[src/rtl/excl_mon_pkg.sv]
// Package: shared operation encoding for the exclusive access monitor.
// Assumes the 2-bit opcode layout listed in the brief.
package excl_mon_pkg;
    typedef enum logic [1:0] {
        OP_LOAD  = 2'b00,
        OP_STORE = 2'b01,
        OP_LDEX  = 2'b10,
        OP_STEX  = 2'b11
    } op_e;
endpackage

[src/rtl/excl_mon_addr.sv]
// Module: excl_mon_addr
// Forms the effective address (base plus optional unsigned offset, wrapping)
// and the granule number used for tag comparison.
// Assumes OFS_W <= ADDR_W and GRAN_BITS < ADDR_W.
module excl_mon_addr #(
    parameter int ADDR_W    = 12,
    parameter int OFS_W     = 4,
    parameter int GRAN_BITS = 2,
    localparam int TAG_W    = ADDR_W - GRAN_BITS
) (
    input  logic [ADDR_W-1:0] base,
    input  logic              ofs_en,
    input  logic [OFS_W-1:0]  ofs,
    output logic [ADDR_W-1:0] eff,
    output logic [TAG_W-1:0]  gran
);
    logic [ADDR_W-1:0] ofs_ext;

    // Zero the offset when absent, then widen it to the address width.
    always_comb begin
        ofs_ext = '0;
        if (ofs_en) ofs_ext[OFS_W-1:0] = ofs;
    end

    // Sum and granule extraction.
    always_comb begin
        eff  = base + ofs_ext;
        gran = eff[ADDR_W-1:GRAN_BITS];
    end

    initial begin
        a_r2_ofs_fits : assert (OFS_W <= ADDR_W);
        a_r10_gran_fits : assert (GRAN_BITS < ADDR_W);
    end
endmodule

[src/rtl/excl_mon_slot.sv]
// Module: excl_mon_slot
// Reservation state for one processor: a shareable tag with valid bit and a
// separate non-shareable outstanding flag. Also reports whether the current
// request granule matches the held tag.
// Assumes at most one of the set/clear controls targets this slot per cycle,
// except snoop_clr, which never coincides with set_sh.
module excl_mon_slot #(
    parameter int TAG_W = 10
) (
    input  logic             clk,
    input  logic             rst_n,
    input  logic             set_sh,
    input  logic             set_ns,
    input  logic             clr_sh,
    input  logic             clr_ns,
    input  logic             snoop_clr,
    input  logic [TAG_W-1:0] req_gran,
    output logic             sh_valid,
    output logic             ns_flag,
    output logic             sh_match
);
    logic [TAG_W-1:0] sh_tag;

    // Shareable reservation: a load-exclusive replaces it; a success or a snoop drops it.
    always_ff @(posedge clk) begin
        if (!rst_n) begin
            sh_valid <= 1'b0;
            sh_tag   <= '0;
        end else if (set_sh) begin
            sh_valid <= 1'b1;
            sh_tag   <= req_gran;
        end else if (clr_sh || snoop_clr) begin
            sh_valid <= 1'b0;
        end
    end

    // Non-shareable outstanding flag.
    always_ff @(posedge clk) begin
        if (!rst_n)      ns_flag <= 1'b0;
        else if (set_ns) ns_flag <= 1'b1;
        else if (clr_ns) ns_flag <= 1'b0;
    end

    // Granule compare against the held tag.
    always_comb sh_match = sh_valid && (sh_tag == req_gran);

    a_r1_reset_clears : assert property (@(posedge clk)
        !rst_n |=> (!sh_valid && !ns_flag));
    a_r3_tag_loaded : assert property (@(posedge clk) disable iff (!rst_n)
        set_sh |=> (sh_valid && sh_tag == $past(req_gran)));
    a_r4_flag_set : assert property (@(posedge clk) disable iff (!rst_n)
        set_ns |=> ns_flag);
    a_r9_snoop_drops : assert property (@(posedge clk) disable iff (!rst_n)
        (snoop_clr && !set_sh) |=> !sh_valid);
endmodule

[src/rtl/excl_mon_resp.sv]
// Module: excl_mon_resp
// Output register stage: memory strobes, address, data and the status
// response all appear one cycle after the accepted request.
// Assumes the decision inputs are already qualified by request valid.
module excl_mon_resp #(
    parameter int ADDR_W = 12,
    parameter int DATA_W = 32
) (
    input  logic              clk,
    input  logic              rst_n,
    input  logic              in_valid,
    input  logic              in_wr,
    input  logic              in_rd,
    input  logic              in_fail,
    input  logic [ADDR_W-1:0] in_addr,
    input  logic [DATA_W-1:0] in_wdata,
    output logic              mem_we,
    output logic              mem_re,
    output logic [ADDR_W-1:0] mem_addr,
    output logic [DATA_W-1:0] mem_wdata,
    output logic              rsp_valid,
    output logic              rsp_status
);
    // Control strobes and status, cleared in reset.
    always_ff @(posedge clk) begin
        if (!rst_n) begin
            mem_we     <= 1'b0;
            mem_re     <= 1'b0;
            rsp_valid  <= 1'b0;
            rsp_status <= 1'b0;
        end else begin
            mem_we     <= in_wr;
            mem_re     <= in_rd;
            rsp_valid  <= in_valid;
            rsp_status <= in_fail;
        end
    end

    // Address and data capture, taken for any accepted request.
    always_ff @(posedge clk) begin
        if (!rst_n) begin
            mem_addr  <= '0;
            mem_wdata <= '0;
        end else if (in_valid) begin
            mem_addr  <= in_addr;
            mem_wdata <= in_wdata;
        end
    end

    a_r6_fail_no_write : assert property (@(posedge clk) disable iff (!rst_n)
        rsp_status |-> (!mem_we && rsp_valid));
    a_r11_rsp_follows : assert property (@(posedge clk) disable iff (!rst_n)
        in_valid |=> rsp_valid);
    a_r11_no_rsp_idle : assert property (@(posedge clk) disable iff (!rst_n)
        !in_valid |=> (!rsp_valid && !mem_we && !mem_re));
    a_r11_strobes_excl : assert property (@(posedge clk) disable iff (!rst_n)
        !(mem_we && mem_re));
endmodule

[src/rtl/excl_mon.sv]
// Module: excl_mon (top)
// Exclusive access monitor: decodes one request per cycle, keeps one
// reservation slot per processor, decides store-exclusive outcome and
// registers the memory strobes and status.
// Assumes req_cpu < NUM_CPU and that stores from outside the monitored
// ports do not exist.
module excl_mon
    import excl_mon_pkg::*;
#(
    parameter int NUM_CPU   = 2,
    parameter int ADDR_W    = 12,
    parameter int OFS_W     = 4,
    parameter int DATA_W    = 32,
    parameter int GRAN_BITS = 2,
    localparam int CPU_W    = (NUM_CPU > 1) ? $clog2(NUM_CPU) : 1,
    localparam int TAG_W    = ADDR_W - GRAN_BITS
) (
    input  logic              clk,
    input  logic              rst_n,
    input  logic              req_valid,
    input  logic [CPU_W-1:0]  req_cpu,
    input  logic [1:0]        req_op,
    input  logic              req_shared,
    input  logic [ADDR_W-1:0] req_base,
    input  logic              req_ofs_en,
    input  logic [OFS_W-1:0]  req_ofs,
    input  logic [DATA_W-1:0] req_wdata,
    output logic              mem_we,
    output logic              mem_re,
    output logic [ADDR_W-1:0] mem_addr,
    output logic [DATA_W-1:0] mem_wdata,
    output logic              rsp_valid,
    output logic              rsp_status
);
    op_e               op;
    logic [ADDR_W-1:0] eff_addr;
    logic [TAG_W-1:0]  req_gran;
    logic [NUM_CPU-1:0] cpu_sel, sh_valid, ns_flag, sh_match;
    logic is_ldex, is_stex, is_store, is_load;
    logic own_match, own_ns, stex_ok, wr_go, rd_go;

    excl_mon_addr #(
        .ADDR_W(ADDR_W), .OFS_W(OFS_W), .GRAN_BITS(GRAN_BITS)
    ) u_addr (
        .base(req_base), .ofs_en(req_ofs_en), .ofs(req_ofs),
        .eff(eff_addr), .gran(req_gran)
    );

    // Request decode, qualified by valid.
    always_comb begin
        op       = op_e'(req_op);
        is_load  = req_valid && (op == OP_LOAD);
        is_store = req_valid && (op == OP_STORE);
        is_ldex  = req_valid && (op == OP_LDEX);
        is_stex  = req_valid && (op == OP_STEX);
    end

    // Requester's reservation state, gathered through the one-hot select.
    always_comb begin
        own_match = |(sh_match & cpu_sel);
        own_ns    = |(ns_flag & cpu_sel);
    end

    // Store-exclusive outcome and memory strobe decision.
    always_comb begin
        stex_ok = is_stex && (req_shared ? own_match : own_ns);
        wr_go   = is_store || stex_ok;
        rd_go   = is_load || is_ldex;
    end

    for (genvar i = 0; i < NUM_CPU; i++) begin : g_slot
        logic set_sh_i, set_ns_i, clr_sh_i, clr_ns_i, snoop_i;

        // Per-slot select and control derivation.
        always_comb begin
            cpu_sel[i] = (req_cpu == CPU_W'(i));
            set_sh_i   = is_ldex && req_shared && cpu_sel[i];
            set_ns_i   = is_ldex && !req_shared && cpu_sel[i];
            clr_sh_i   = stex_ok && req_shared && cpu_sel[i];
            clr_ns_i   = stex_ok && !req_shared && cpu_sel[i];
            snoop_i    = wr_go && !cpu_sel[i] && sh_match[i];
        end

        excl_mon_slot #(.TAG_W(TAG_W)) u_slot (
            .clk(clk), .rst_n(rst_n),
            .set_sh(set_sh_i), .set_ns(set_ns_i),
            .clr_sh(clr_sh_i), .clr_ns(clr_ns_i),
            .snoop_clr(snoop_i), .req_gran(req_gran),
            .sh_valid(sh_valid[i]), .ns_flag(ns_flag[i]),
            .sh_match(sh_match[i])
        );
    end

    excl_mon_resp #(.ADDR_W(ADDR_W), .DATA_W(DATA_W)) u_resp (
        .clk(clk), .rst_n(rst_n),
        .in_valid(req_valid), .in_wr(wr_go), .in_rd(rd_go),
        .in_fail(is_stex && !stex_ok),
        .in_addr(eff_addr), .in_wdata(req_wdata),
        .mem_we(mem_we), .mem_re(mem_re), .mem_addr(mem_addr),
        .mem_wdata(mem_wdata), .rsp_valid(rsp_valid), .rsp_status(rsp_status)
    );

    a_r5_ns_success : assert property (@(posedge clk) disable iff (!rst_n)
        (is_stex && !req_shared && own_ns) |=> (mem_we && !rsp_status));
    a_r6_ns_failure : assert property (@(posedge clk) disable iff (!rst_n)
        (is_stex && !req_shared && !own_ns) |=> (!mem_we && rsp_status));
    a_r7_sh_success : assert property (@(posedge clk) disable iff (!rst_n)
        (is_stex && req_shared && own_match) |=> (mem_we && !rsp_status));
    a_r8_sh_failure : assert property (@(posedge clk) disable iff (!rst_n)
        (is_stex && req_shared && !own_match) |=> (!mem_we && rsp_status));
    a_r11_one_cpu : assert property (@(posedge clk) disable iff (!rst_n)
        req_valid |-> $onehot(cpu_sel));
endmodule

[config.mk]
export PLATFORM = sky130hd
export DESIGN_NAME = excl_mon
export DESIGN_NICKNAME = d
export VERILOG_FILES = /design/src/rtl/excl_mon_pkg.sv /design/src/rtl/excl_mon_addr.sv /design/src/rtl/excl_mon_slot.sv /design/src/rtl/excl_mon_resp.sv /design/src/rtl/excl_mon.sv
export SDC_FILE = /design/constraint.sdc
export NUM_CORES = 1
export LEC_CHECK = 0
export BUFFER_PORTS_ARGS = -buffer_cell sky130_fd_sc_hd__buf_2
export CORE_UTILIZATION = 53
export CTS_CLUSTER_DIAMETER = 40
export DETAILED_ROUTE_END_ITERATION = 12
export GPL_ROUTABILITY_DRIVEN = 0
export PLACE_DENSITY = 0.82
export SLEW_MARGIN = 20
export SYNTH_ARGS = -nofsm -noshare
export SYNTH_HDL_FRONTEND = slang
export SYNTH_HIERARCHICAL = 1
export SYNTH_SLANG_ARGS = --single-unit
[constraint.sdc]
create_clock -name clk -period 10.6 [get_ports clk]
set_clock_uncertainty 0.1 [all_clocks]
set_input_delay 3.18 -clock clk [delete_from_list [all_inputs] [get_ports clk]]
set_output_delay 3.18 -clock clk [all_outputs]
set_load 0.005 [all_outputs]
# Yosys cells after proc, flatten, opt, wreduce, memory -nomap -nowiden

Cells that the tools add are included.

Input bits: 56
Output and inout bits: 48
Logic and storage cells: 69
Bits in registers: 72

Equality and inequality tests: 5
Add/subtract/negate cells: 1
Reduce and logical (&&, ||, !) cells: 38
Bitwise operators: 3
Multiplexer cells: 10

Operator list:

| kind                                                | number |
|---|---|
| logical AND 1 bit                                   | 24 |
| equality test 10 bit                                | 2 |
| adder 12 x 4 -> 12 bit                              | 1 |
| 2-to-1 mux 1 bit                                    | 9 |
| nonzero test 2 bit                                  | 4 |
| AND 2 bit                                           | 2 |
| equality test 2 bit, second input constant          | 2 |
| logical OR 1 bit                                    | 4 |
| 2-to-1 mux 4 bit                                    | 1 |
| OR reduction 2 bit                                  | 2 |
| logical NOT 1 bit                                   | 3 |
| equality test 2 x 1 -> 1 bit, second input constant | 1 |
| logical NOT 2 bit                                   | 1 |
| inverter 1 bit                                      | 1 |

# Depth between registers and ports, before layout

Word-level depth: 14
Mapped depth: 17
Depth with buffers taken out: 16

# By module

Netlist, hierarchy kept.

By module, submodules not included:

| module        | sequential area each (µm²) | area an instance (µm²) | cells an instance | times used |
|---|---|---|---|---|
| excl_mon_resp | 960.9                      | 1814.2                 | 150               | 1 |
| excl_mon_slot | 240.2                      | 556.8                  | 53                | 2 |
| excl_mon_addr | 0.0                        | 387.9                  | 51                | 1 |
| excl_mon      | 0.0                        | 191.4                  | 27                | 1 |

# Worst setup path after synthesis

No wires, ideal clock.

Path type: input to register
From: input port req_ofs_en
To: register g_slot[0].u_slot.sh_valid
Buffers on the path: 1
Library setup time: 115 ps
Stages on the path: 17
Arrival: 5892 ps
Required time: 10385 ps
Setup slack: 4492 ps
Cell sequence: and2_1 -> ha_1 -> inv_1 -> fa_1 -> nand2b_1 -> a21oi_2 -> and3_1 -> xor2_1 -> buf_4 -> xnor2_1 -> nand4_1 -> nor3_1 -> mux2i_1 -> a221oi_1 -> nor2_1 -> a21oi_1 -> nor2b_1

Cells in the longest elaborated chain, start to end: 13
Elaborated cells between the ends (all ways): 17
Classes of those cells: add/sub: 1; eq/ne: 2; mux: 2; bitwise: 1; reduce/logical: 11

RTL lines:

| item                                | line                | source |
|---|---|---|
| start: declaration                  | excl_mon.sv:25      | `input logic req_ofs_en,` |
| 2-to-1 mux 4 bit                    | excl_mon_addr.sv:22 | `if (ofs_en) ofs_ext[OFS_W-1:0] = ofs;` |
| adder 12 x 4 -> 12 bit              | excl_mon_addr.sv:27 | `eff = base + ofs_ext;` |
| via eff_addr[8]                     | excl_mon.sv:36      | `logic [ADDR_W-1:0] eff_addr;` |
| equality test 10 bit                | excl_mon_slot.sv:45 | `always_comb sh_match = sh_valid && (sh_tag == req_gran);` |
| logical AND 1 bit                   | excl_mon_slot.sv:45 |  |
| via sh_match[1]                     | excl_mon.sv:38      | `logic [NUM_CPU-1:0] cpu_sel, sh_valid, ns_flag, sh_match;` |
| AND 2 bit                           | excl_mon.sv:60      | `own_match = \|(sh_match & cpu_sel);` |
| OR reduction 2 bit                  | excl_mon.sv:60      |  |
| 2-to-1 mux 1 bit                    | excl_mon.sv:66      | `stex_ok = is_stex && (req_shared ? own_match : own_ns);` |
| logical AND 1 bit                   | excl_mon.sv:66      |  |
| logical OR 1 bit                    | excl_mon.sv:67      | `wr_go = is_store \|\| stex_ok;` |
| logical AND 1 bit (2 in series)     | excl_mon.sv:81      | `snoop_i = wr_go && !cpu_sel[i] && sh_match[i];` |
| via g_slot[0].snoop_i               | excl_mon.sv:72      | `logic set_sh_i, set_ns_i, clr_sh_i, clr_ns_i, snoop_i;` |
| logical OR 1 bit                    | excl_mon_slot.sv:32 | `end else if (clr_sh \|\| snoop_clr) begin` |
| nonzero test 2 bit (no source line) | n/a                 |  |
| end signal: assignment              | excl_mon_slot.sv:27 | `sh_valid <= 1'b0;` |
| end signal: assignment              | excl_mon_slot.sv:30 | `sh_valid <= 1'b1;` |
| end signal: assignment              | excl_mon_slot.sv:33 | `sh_valid <= 1'b0;` |
| end: declaration                    | excl_mon_slot.sv:18 | `output logic sh_valid,` |

The timed path passes the listed nets, and every way through them passes these cells.
A chain may end at the register's enable or synchronous reset.

# Final worst setup path

From: input port req_ofs_en
To: register g_slot[0].u_slot.sh_valid

Cells in the longest elaborated chain, start to end: 13
Elaborated cells between the ends (all ways): 17
Classes of those cells: add/sub: 1; eq/ne: 2; mux: 2; bitwise: 1; reduce/logical: 11

RTL lines:

| item                                    | line |
|---|---|
| 2-to-1 mux 4 bit (*)                    | excl_mon_addr.sv:22 |
| adder 12 x 4 -> 12 bit (*)              | excl_mon_addr.sv:27 |
| via eff_addr[8]                         | excl_mon.sv:36 |
| equality test 10 bit (*)                | excl_mon_slot.sv:45 |
| logical AND 1 bit (*)                   | excl_mon_slot.sv:45 |
| via sh_match[0]                         | excl_mon.sv:38 |
| AND 2 bit                               | excl_mon.sv:60 |
| OR reduction 2 bit                      | excl_mon.sv:60 |
| 2-to-1 mux 1 bit                        | excl_mon.sv:66 |
| logical AND 1 bit                       | excl_mon.sv:66 |
| logical OR 1 bit                        | excl_mon.sv:67 |
| logical AND 1 bit                       | excl_mon.sv:81 |
| logical AND 1 bit (*)                   | excl_mon.sv:81 |
| via g_slot[0].snoop_i                   | excl_mon.sv:72 |
| logical OR 1 bit (*)                    | excl_mon_slot.sv:32 |
| nonzero test 2 bit (no source line) (*) | n/a |

The timed path passes the listed nets; every way through them passes the cells marked *.

==> results.sh <==
export IMPL_status="finished clean"
export IMPL_required_ns=10.73
export IMPL_yosysTopAreaCell="dfxtp_1"
export IMPL_routedWlPerCell_um=13.4
export IMPL_slowest_delay_ns=0.39
export IMPL_powerDensity_nw_per_um2=151
export IMPL_cp_max_fo=5
export IMPL_post_cts_buffers=0
export IMPL_netlist_area_um2=3510
export IMPL_yosys_warnings=6
export IMPL_ys_top_cells_by_count="dfxtp_1, nor2b_1, mux2i_1"
export IMPL_r2r_worst_path_cells=8
export IMPL_synthCells=334
export IMPL_clock_latency_ns=0.35
export IMPL_cts_path_max_buffers=2
export IMPL_period_share_pct=60.0
export IMPL_placed_area_um2=3900
export IMPL_ys_seq_area_share_pct=41.1
export IMPL_hold_path_depth=2
export IMPL_worst_pin_slew_ns=0.966
export IMPL_synth_edf_count=0
export IMPL_final_nets=485
export IMPL_ys_seq_elements=72
export IMPL_r2r_start="g_slot[1].u_slot/sh_tag[0]"
export IMPL_num_rows=29
export IMPL_leakagePower_nw=1.86
export IMPL_antenna_found_initial=0
export IMPL_via_count=2521
export IMPL_rsz0062_at_grt="no"
export IMPL_multi_input_area_um2=1820
export IMPL_first_global_vias=2585
export IMPL_synth_most_common_cell="dfxtp_1"
export IMPL_critPathKind="input pin to register"
export IMPL_htreeDepth=3
export IMPL_ys_types=35
export IMPL_hold_buffers=0
export IMPL_dp_hpwl_um=4680
export IMPL_worstHoldPathType="register to register"
export IMPL_avgSynthCellArea_um2=10.5
export IMPL_start_util_pct=54.9
export IMPL_async_reset_ff_share_pct=0
export IMPL_viasPerCell=4.98
export IMPL_cts_sinks=72
export IMPL_startpoint_type="input pin"
export IMPL_dieHeight_um=83.3
export IMPL_cp_slowest_cell="fa_1"
export IMPL_peakVddDrop_mv=0.103
export IMPL_crit_end="g_slot[0].u_slot/sh_valid"
export IMPL_synth_area_leaders="dfxtp_1, mux2i_1, nor2b_1, xnor2_1, buf_4"
export IMPL_postRouteAntennaNets=0
export IMPL_max_slew_margin_pct=35.6
export IMPL_boundaryPins=104
export IMPL_regArea_um2=1440
export IMPL_synth_top_area_share_pct=41.1
export IMPL_end_kind="register"
export IMPL_timing_rr_end="g_slot[0].u_slot/sh_valid"
export IMPL_grtUsageTotal_pct=20.2
export IMPL_io_buffer_count=103
export IMPL_cts_repair_resized=0
export IMPL_crit_path_start="req_ofs_en"
export IMPL_cts_buffers=9
export IMPL_reg2reg_slack_ns=8.59
export IMPL_nFillCells=509
export IMPL_coreArea_um2=6390
export IMPL_grt_max_degree=73
export IMPL_maxCapViolCount=0
export IMPL_drt_iter0_markers=92
export IMPL_cts_tree="yes"
export IMPL_fmax_mhz=157
export IMPL_drc=0
export IMPL_wl_um=6770
export IMPL_dr_pass1_iters=4
export IMPL_syn2layout_area_growth_pct=17.9
export IMPL_crit_family="simple AND/OR/NAND/NOR gates"
export IMPL_path_buf_inv=2
export IMPL_grt_ovfl_total=0
export IMPL_grt_pass1_wl_um=11300
export IMPL_synth_nets=395
export IMPL_finalSetupViolations=0
export IMPL_crit_chain="buf_2 > and2_1 > ha_1 > inv_1 > fa_1 > nand2b_1 > a21oi_2 > and3_1 > xor2_1 > xnor2_1 > nand4_1 > nor3_1 > mux2i_1 > a221oi_1 > nor2_1 > a21oi_1 > nor2b_1"
export IMPL_fin_crit_ns=6.36
export IMPL_clkTransAtPathRegs_ns=0.08
export IMPL_root_buffer="clkbuf_8"
export IMPL_die_area_um2=6950
export IMPL_stdcell_area_um2=4130
export IMPL_tns_ns=0
export IMPL_cp_depth=17
export IMPL_synth_ff_type="dfxtp_1"
export IMPL_die_x_um=83.3
export IMPL_finalHoldViolations=0
export IMPL_cp_arrival_ns=6.49
export IMPL_insertedDiodeCount=0
export IMPL_slew_viol_final=0
export IMPL_drive_above_1_share_pct=28.7
area by class of cell:
class / count / area share, %
multi-input cells: 232 / 44.1
flip-flops and latches: 72 / 34.9
repair buffers: 104 / 12.7
clock buffers: 14 / 4.18
well taps: 77 / 2.33
clock inverters: 2 / 1.45
inverters: 5 / 0.454
registers in the layout, summed over array words and instances, names as in the netlist:
| name | count |
|---|---|
| u_resp/mem_addr | 12 |
| g_slot.u_slot/ns_flag | 2 |
| u_resp/mem_we | 1 |
| g_slot.u_slot/sh_valid | 2 |
| u_resp/mem_wdata | 32 |
| g_slot.u_slot/sh_tag | 20 |
| u_resp/rsp_status | 1 |
| u_resp/rsp_valid | 1 |
| u_resp/mem_re | 1 |
metal layers:
| layer | up-vias | GRT usage [%] | part of all wire [%] | wire, µm |
|---|---|---|---|---|
| li1 | 1287 | - | - | - |
| met4 | 0 | 9.56 | 2.1 | 141 |
| met1 | 1147 | 23.5 | 45 | 3050 |
| met3 | 10 | 4.97 | 5.5 | 371 |
| met5 | - | 0 | 0 | 0 |
| met2 | 77 | 34.7 | 47 | 3210 |
report_power, final:
part / switching (W) / internal, W / total (W)
clock: 0.0000977 / 0.000152 / 0.000250
sequential: 0.00000626 / 0.000283 / 0.000289
combinational: 0.0000416 / 0.0000429 / 0.0000844
total: 0.000146 / 0.000478 / 0.000624
cells by family (layout without fill, tap and decap cells):
| logic type | Yosys count | count (layout) | synth area share [%] |
|---|---|---|---|
| AND/OR/NAND/NOR | 117 | 117 | 20.2 |
| flip-flops | 72 | 72 | 41.1 |
| multiplexers | 67 | 67 | 19.5 |
| XOR/XNOR | 30 | 30 | 7.49 |
| buffers and inverters | 30 | 125 | 6.96 |
| AO/OA/AOI/OAI | 13 | 13 | 2.75 |
| adder cells (fa/ha/maj) | 5 | 5 | 2.00 |
worst min-delay path by stage:
| stage | startpoint | to | slack [ns] |
|---|---|---|---|
| after floorplan | g_slot[0].u_slot/sh_valid | g_slot[0].u_slot/sh_valid | 0.38 |
| after global placement | u_resp/mem_wdata[23] | u_resp/mem_wdata[23] | 0.39 |
| after detailed placement | u_resp/mem_addr[7] | u_resp/mem_addr[7] | 0.40 |
| after CTS | u_resp/mem_addr[7] | u_resp/mem_addr[7] | 0.42 |
| after global routing | u_resp/mem_wdata[27] | u_resp/mem_wdata[27] | 0.44 |
| final | u_resp/mem_addr[5] | u_resp/mem_addr[5] | 0.42 |
cells in the final DEF, fill, tap and decap left out, types with 8 or more instances in the layout:
master    count
nor2b_1      70
xnor2_1      27
buf_2       103
nand2_1       8
clkbuf_8     12
dfxtp_1      72
and2_1        8
mux2i_1      66
worst min-delay path, stage by stage (launching register included):
cell     delay, ns
dfxtp_1       0.33
mux2i_1       0.07
nor2b_1       0.09
metrics by stage:
step                util, %  cells  setup WS (ns)  power [W]  hold slack, ns
floorplan                 -    334           4.49   0.000356           0.378
global placement       61.1    490           4.09   0.000378           0.391
detailed placement     61.1    490           3.92   0.000380           0.403
CTS                    64.7    506           4.28   0.000630           0.421
global route           64.7    506           3.87   0.000651           0.443
finish                 64.7    506           4.24   0.000624           0.418
(Power assumes the default switching activity.)
